**src/rtl/dlsPkg.sv**
```systemverilog
package dlsPkg;
  typedef enum logic [2:0] {
    PH_IDLE,
    PH_SETUP,
    PH_CALC,
    PH_TAIL,
    PH_SEL
  } phase_e;

  localparam int CHAN_IDX_W = 8;

  typedef struct packed {
    logic                  calcDone;
    logic [CHAN_IDX_W-1:0] calcChan;
    logic                  loadFire;
  } strobe_t;
endpackage

```
**src/rtl/dlsPick.sv**
```systemverilog
module dlsPick #(
  parameter int NUM_CH = 16
) (
  input  logic [NUM_CH-1:0]             req,
  output logic [dlsPkg::CHAN_IDX_W-1:0] idx,
  output logic                          any
);
  always_comb begin
    idx = '0;
    any = 1'b0;
    for (int i = NUM_CH - 1; i >= 0; i--) begin
      if (req[i]) begin
        idx = dlsPkg::CHAN_IDX_W'(i);
        any = 1'b1;
      end
    end
  end
endmodule

```
**src/rtl/dlsCtrl.sv**
```systemverilog
module dlsCtrl
  import dlsPkg::*;
#(
  parameter int NUM_CH   = 16,
  parameter int SLOT_CYC = 6,
  parameter int TAIL_CYC = 3
) (
  input  logic              clk,
  input  logic              rstN,
  input  logic              wrValid,
  input  logic              wrSelect,
  input  logic [NUM_CH-1:0] wrMask,
  input  logic              loadN,
  input  logic              clrN,
  input  logic              busyExtIn,
  output logic              busyN,
  output strobe_t           strobe
);
  localparam int MAX_CYC = (SLOT_CYC > TAIL_CYC) ? SLOT_CYC : TAIL_CYC;
  localparam int CW      = $clog2(MAX_CYC + 1);

  phase_e                  phase, phaseNext;
  logic [CW-1:0]           cnt, cntNext;
  logic [NUM_CH-1:0]       queue, queueAfter, wrMaskEff;
  logic [CHAN_IDX_W-1:0]   cur, curNext, pickIdx;
  logic                    pickAny;
  logic                    loadPend, loadPrev, fire, busyInt, slotEnd;
  logic                    wrData, wrSel;

  assign wrData    = wrValid && !wrSelect && (|wrMask);
  assign wrSel     = wrValid && wrSelect;
  assign wrMaskEff = wrData ? wrMask : '0;
  assign slotEnd   = (cnt == '0);
  assign busyInt   = (phase != PH_IDLE);
  assign busyN     = !busyInt;

  always_comb begin
    queueAfter = queue | wrMaskEff;
    if (phase == PH_CALC && slotEnd)
      queueAfter = (queue & ~(NUM_CH'(1) << cur)) | wrMaskEff;
  end

  dlsPick #(.NUM_CH(NUM_CH)) i_pick (
    .req (queueAfter),
    .idx (pickIdx),
    .any (pickAny)
  );

  always_comb begin
    phaseNext = phase;
    cntNext   = cnt;
    curNext   = cur;
    case (phase)
      PH_IDLE: begin
        if (wrData) begin
          phaseNext = PH_SETUP;
          cntNext   = CW'(SLOT_CYC - 1);
        end else if (wrSel) begin
          phaseNext = PH_SEL;
          cntNext   = CW'(SLOT_CYC - 1);
        end
      end
      PH_SETUP: begin
        if (slotEnd) begin
          phaseNext = PH_CALC;
          cntNext   = CW'(SLOT_CYC - 1);
          curNext   = pickIdx;
        end else cntNext = cnt - 1'b1;
      end
      PH_CALC, PH_TAIL: begin
        if (slotEnd) begin
          if (pickAny) begin
            phaseNext = PH_CALC;
            cntNext   = CW'(SLOT_CYC - 1);
            curNext   = pickIdx;
          end else if (phase == PH_CALC) begin
            phaseNext = PH_TAIL;
            cntNext   = CW'(TAIL_CYC - 1);
          end else phaseNext = PH_IDLE;
        end else cntNext = cnt - 1'b1;
      end
      PH_SEL: begin
        if (slotEnd) begin
          if (pickAny) begin
            phaseNext = PH_SETUP;
            cntNext   = CW'(SLOT_CYC - 1);
          end else phaseNext = PH_IDLE;
        end else cntNext = cnt - 1'b1;
      end
      default: phaseNext = PH_IDLE;
    endcase
  end

  // Load request: stored on a falling edge, or taken from a held-low level.
  assign fire = clrN && !busyInt && busyExtIn && (loadPend || !loadN);

  always_ff @(posedge clk or negedge rstN) begin
    if (!rstN) begin
      phase    <= PH_IDLE;
      cnt      <= '0;
      queue    <= '0;
      cur      <= '0;
      loadPend <= 1'b0;
      loadPrev <= 1'b1;
    end else begin
      phase    <= phaseNext;
      cnt      <= cntNext;
      queue    <= queueAfter;
      cur      <= curNext;
      loadPrev <= loadN;
      if (!clrN || fire) loadPend <= 1'b0;
      else if (loadPrev && !loadN) loadPend <= 1'b1;
    end
  end

  assign strobe.calcDone = (phase == PH_CALC) && slotEnd;
  assign strobe.calcChan = cur;
  assign strobe.loadFire = fire;
endmodule

```
**src/rtl/dlsData.sv**
```systemverilog
module dlsData
  import dlsPkg::*;
#(
  parameter int NUM_CH = 16
) (
  input  logic              clk,
  input  logic              rstN,
  input  strobe_t           strobe,
  input  logic              clrN,
  output logic [NUM_CH-1:0] outLoad,
  output logic              clearSel
);
  logic [NUM_CH-1:0] dirty, doneMask;

  assign doneMask = strobe.calcDone ? (NUM_CH'(1) << strobe.calcChan) : '0;

  always_ff @(posedge clk or negedge rstN) begin
    if (!rstN) begin
      dirty    <= '0;
      outLoad  <= '0;
      clearSel <= 1'b0;
    end else begin
      dirty    <= (strobe.loadFire ? '0 : dirty) | doneMask;
      outLoad  <= strobe.loadFire ? dirty : '0;
      clearSel <= !clrN;
    end
  end
endmodule

```
**src/rtl/dacLoadSeq.sv**
```systemverilog
module dacLoadSeq
  import dlsPkg::*;
#(
  parameter int NUM_CH  = 16,
  parameter int CLK_NS  = 100,
  parameter int SLOT_NS = 600,
  parameter int TAIL_NS = 300
) (
  input  logic              clk,
  input  logic              rstN,
  input  logic              wrValid,
  input  logic              wrSelect,
  input  logic [NUM_CH-1:0] wrMask,
  input  logic              loadN,
  input  logic              clrN,
  input  logic              busyExtIn,
  output logic              busyN,
  output logic [NUM_CH-1:0] outLoad,
  output logic              clearSel
);
  localparam int SLOT_CYC = SLOT_NS / CLK_NS;
  localparam int TAIL_CYC = TAIL_NS / CLK_NS;

  strobe_t strobe;

  dlsCtrl #(.NUM_CH(NUM_CH), .SLOT_CYC(SLOT_CYC), .TAIL_CYC(TAIL_CYC)) i_ctrl (
    .clk       (clk),
    .rstN      (rstN),
    .wrValid   (wrValid),
    .wrSelect  (wrSelect),
    .wrMask    (wrMask),
    .loadN     (loadN),
    .clrN      (clrN),
    .busyExtIn (busyExtIn),
    .busyN     (busyN),
    .strobe    (strobe)
  );

  dlsData #(.NUM_CH(NUM_CH)) i_data (
    .clk      (clk),
    .rstN     (rstN),
    .strobe   (strobe),
    .clrN     (clrN),
    .outLoad  (outLoad),
    .clearSel (clearSel)
  );
endmodule

```
**config.mk**
```make
export PLATFORM = sky130hd
export DESIGN_NAME = dacLoadSeq
export DESIGN_NICKNAME = d
export VERILOG_FILES = /design/src/rtl/dlsPkg.sv /design/src/rtl/dlsPick.sv /design/src/rtl/dlsCtrl.sv /design/src/rtl/dlsData.sv /design/src/rtl/dacLoadSeq.sv
export SDC_FILE = /design/constraint.sdc
export NUM_CORES = 1
export LEC_CHECK = 0
export BUFFER_PORTS_ARGS = -buffer_cell sky130_fd_sc_hd__buf_2
export CORE_AREA = 2 2 78 80
export CTS_CLUSTER_DIAMETER = 120
export DETAILED_ROUTE_END_ITERATION = 7
export DIE_AREA = 0 0 80 82
export PLACE_DENSITY = 0.74
export SYNTH_ARGS = -nofsm -noshare
export SYNTH_HDL_FRONTEND = slang
export SYNTH_HIERARCHICAL = 1
export SYNTH_SLANG_ARGS = --single-unit
```
**constraint.sdc**
```tcl
create_clock -name clk -period 4.7 [get_ports clk]
set_clock_uncertainty 0.2 [all_clocks]
set_input_delay 0.94 -clock clk [delete_from_list [all_inputs] [get_ports clk]]
set_output_delay 0.94 -clock clk [all_outputs]
set_load 0.005 [all_outputs]
```
==> impl_summary.md <==
Floorplan
The die is approximately 80 um wide. The die covers around 6600 um2. The count of pins on the block boundary is just over 40.

The site row count is 28. For this configuration, the core starts out at a cell density of 55.1%. The die outline height is 82 um. The core region is 5750 um2.

CTS
The clock sink count is 65. The level count of the clock H-tree is 3. Clock-pin slew was measured on the worst setup and hold paths at approximately 70 ps.

No sink is reached through more buffers than the 2 on the longest clock path. In this run the clock root is driven by a sky130_fd_sc_hd__clkbuf_8. Post-CTS timing repair inserted 0 buffers for setup. TritonCTS built the clock tree. The CTS buffer count is 9. The post-cts repair resize count is 0. The number of hold buffers added after cts is 0. The clock reaches the later pin of the worst-skew pair after roughly 340 ps.

Detailed routing
Summed over all layers, the routed wires come to ~6300 um. The routed layout has between 2000 and 2500 vias. The number of violations reported at the end of detailed-routing iteration 0 is approximately 110.

The average routed wire per standard cell is around 15 um. Using the TritonRoute via totals, the vias-per-cell ratio works out to 5.74. The number of routed nets with antenna violations is 0.

After detailed routing, the number of remaining DRC violations is 0. The pre-antenna-repair detailed-routing pass consisted of 4 iterations.

Logic synthesis
The count of yosys warnings during synthesis is 6. The cell with the most instances after synthesis is sky130_fd_sc_hd__dfrtp_1. After synthesis the netlist holds a flip-flop and latch count of 65.

The synthesized cell area is approximately 3200 um2. The synthesized design contains 0 enable-type register cells. The library cell with the largest summed area after synthesis is sky130_fd_sc_hd__dfrtp_1.

By area the synthesized netlist is led by sky130_fd_sc_hd__dfrtp_1, sky130_fd_sc_hd__o32ai_2, sky130_fd_sc_hd__a22o_1. The part of the Yosys area used for sequential elements is between 50% and 60%. The fraction of synthesis flops using an asynchronous set or reset pin is 100%.

The cell count after synthesis is around 290. The mean area per synthesized cell is between 10 and 15 um2. The post-synthesis cell type count is 53.

The top-area cell type share of the netlist area is about half. In the synthesized netlist the dominant register cell turns out to be sky130_fd_sc_hd__dfrtp_1. In the synthesized netlist, the cells that appear most often are sky130_fd_sc_hd__dfrtp_1, sky130_fd_sc_hd__inv_1, sky130_fd_sc_hd__nand2_1.

Worst hold path
The path type of the worst min-delay path is reg2reg.

Setup path
Of all nets on the critical path, the largest fanout is 10. The startpoint type of the worst setup path is a primary input. The kind of end point of the critical path is a flip-flop. The data arrival time of the worst path is roughly 4200 ps. The class of the most critical setup path is in2reg. The endpoint required time on the critical path is 4720 ps. In this run the register-to-register setup slack is roughly 600 ps.

Pwr
The leakage power is between 1.5 and 2 nW. The worst-case IR drop observed on VDD is about 0.00030 V. Dividing total power by cell area gives a power density of about 460 nW/um2.

Timing
Hold is met by roughly 290 ps. The upper clock frequency limit is ~0.24 GHz. The worst pin sits at a relative slew slack of 26.1%. The final count of pins violating max slew is 0. The worst path uses between 80% and 90% of the clock period. The actual transition at the worst max-transition pin is ~1100 ps. Setup repair after global routing left no endpoint under its margin.

Summed over all failing endpoints, the final setup total negative slack is 0 ps. The count of endpoints failing hold in the final timing report is 0. The worst-case setup margin in the final layout is 530 ps. The clock period minus final worst setup slack is around 4200 ps. The final setup violation count is 0.

Global routing
The final global-route overflow total is 0. The number of global-route vias before repair came to between 2000 and 2500. The number of antenna violations at the first check in global routing was 0. The first global-routing pass estimated around 10000 um of wire. The largest net degree at the start of global routing is between 40 and 50.

The total routing resource utilization after global routing is 20.8%.

Finish
The number of nets in the layout is 350. The number of diodes is 0. Summing all non-filler instances in the final layout gives an area of 3560 um2. The area growth from synthesis to layout is 12.6%.

Of the cells placed in the final design, the portion with a size suffix greater than 1 is 28.2%. The post-layout instance count excluding filler cells is 405. The number of fill cells is 479.

Placement
The worst setup slack after placement is between 200 and 300 ps. Once placement completed, the tool counted placed cells totaling 389. Summed over all nets, the half-perimeter wirelength after detailed placement is 4450 um. The post-placement cell area is about 3400 um2. Buffers placed on the I/O ports in this run total 40. The congestion estimate from routability-driven global placement came to between 0.8 and 0.9.

Job
The max capacitance violation total is 0.

Status
The run finished with clean final reports.
## routing by layer
layer	track usage [%]	routed length (um)	vias up
met1	29.2	2830	1126
met3	5.49	403	11
met5	0	0	-
met4	9.83	112	0
li1	-	-	1106
met2	30.3	2910	80
## report_power, final
| group | leakage (nW) | total [W] | internal [W] | switching [W] |
|---|---|---|---|---|
| sequential | 0.780 | 0.000784 | 0.000676 | 0.000107 |
| combinational | 0.728 | 0.000430 | 0.000199 | 0.000231 |
| clock | 0.0887 | 0.000419 | 0.000206 | 0.000213 |
| total | 1.60 | 0.00163 | 0.00108 | 0.000551 |
## sequential cells by signal, summed over array words and instances (netlist names)
register / cells
i_data/clearSel: 1
i_ctrl/loadPend: 1
i_ctrl/cur: 8
i_data/outLoad: 16
i_data/dirty: 16
i_ctrl/queue: 16
i_ctrl/cnt: 3
i_ctrl/phase: 3
i_ctrl/loadPrev: 1
## cell type report
cell class | instances | area, um2 | share of cell area (%)
repair buffers | 42 | 215 | 6.04
clock inverters | 6 | 42.5 | 1.19
clock buffers | 10 | 138 | 3.87
well taps | 75 | 93.8 | 2.64
flip-flops and latches | 65 | 1630 | 45.7
multi-input cells | 181 | 1350 | 37.8
inverters | 26 | 97.6 | 2.74
## critical path, cell delays in order
cell	delay [ps]
sky130_fd_sc_hd__buf_2	110
sky130_fd_sc_hd__nor4_1	460
sky130_fd_sc_hd__a41oi_1	460
sky130_fd_sc_hd__buf_4	320
sky130_fd_sc_hd__a22o_1	290
sky130_fd_sc_hd__nor4_2	210
sky130_fd_sc_hd__and3_1	230
sky130_fd_sc_hd__nand4_1	280
sky130_fd_sc_hd__nor4bb_1	320
sky130_fd_sc_hd__o21ai_0	160
sky130_fd_sc_hd__o311ai_4	150
sky130_fd_sc_hd__nor2_1	90
sky130_fd_sc_hd__o22a_1	180
## logic make-up (layout without fill, tap and decap cells)
logic type	after synthesis	in the layout	synth area share (%)
buf+inv	43	84	6.33
simple gates	104	104	19.8
flops	65	65	51.5
fa+ha+maj	2	2	0.791
mux	9	9	3.16
other cells	1	4	0.119
compound gates	62	62	18.3
## final timing paths
check,start,to,depth (start not counted)
max in group asynchronous,rstN,i_ctrl/loadPrev$_DFF_PN1_,2
min,i_data/dirty[12]$_DFF_PN0_,i_data/outLoad[12]$_DFF_PN0_,1
min in group asynchronous,rstN,i_ctrl/queue[12]$_DFF_PN0_,1
max reg2reg,i_ctrl/cnt[0]$_DFFE_PN0P_,i_ctrl/cnt[2]$_DFFE_PN0P_,15
max,wrMask[8],i_ctrl/cnt[2]$_DFFE_PN0P_,13
min reg2reg,i_data/dirty[12]$_DFF_PN0_,i_data/outLoad[12]$_DFF_PN0_,1
## through the flow
stage / total power (W) / utilization, %
floorplan: 0.00111 / -
global placement: 0.00121 / 58.8
detailed placement: 0.00123 / 58.8
CTS: 0.00165 / 62.0
global route: 0.00175 / 62.0
finish: 0.00163 / 62.0
## placed cells by master, fill, tap and decap left out, types with 3 or more instances in the layout
cell type,n
sky130_fd_sc_hd__dfrtp_1,64
sky130_fd_sc_hd__buf_2,40
sky130_fd_sc_hd__inv_1,26
sky130_fd_sc_hd__nand2_1,21
sky130_fd_sc_hd__and2_1,16
sky130_fd_sc_hd__nor2_1,14
sky130_fd_sc_hd__a22o_1,14
sky130_fd_sc_hd__o32ai_2,13
sky130_fd_sc_hd__clkbuf_8,10
sky130_fd_sc_hd__a21oi_1,10
sky130_fd_sc_hd__mux2_2,8
sky130_fd_sc_hd__o21ai_0,7
sky130_fd_sc_hd__nand2b_1,6
sky130_fd_sc_hd__nor3_1,6
sky130_fd_sc_hd__nor4_1,5
sky130_fd_sc_hd__nor2b_1,5
sky130_fd_sc_hd__nand3_1,5
sky130_fd_sc_hd__a31oi_1,4
sky130_fd_sc_hd__o32ai_1,4
sky130_fd_sc_hd__conb_1,4
sky130_fd_sc_hd__nor4_2,3
sky130_fd_sc_hd__o22ai_1,3
Power figures use the tool's default switching activity.
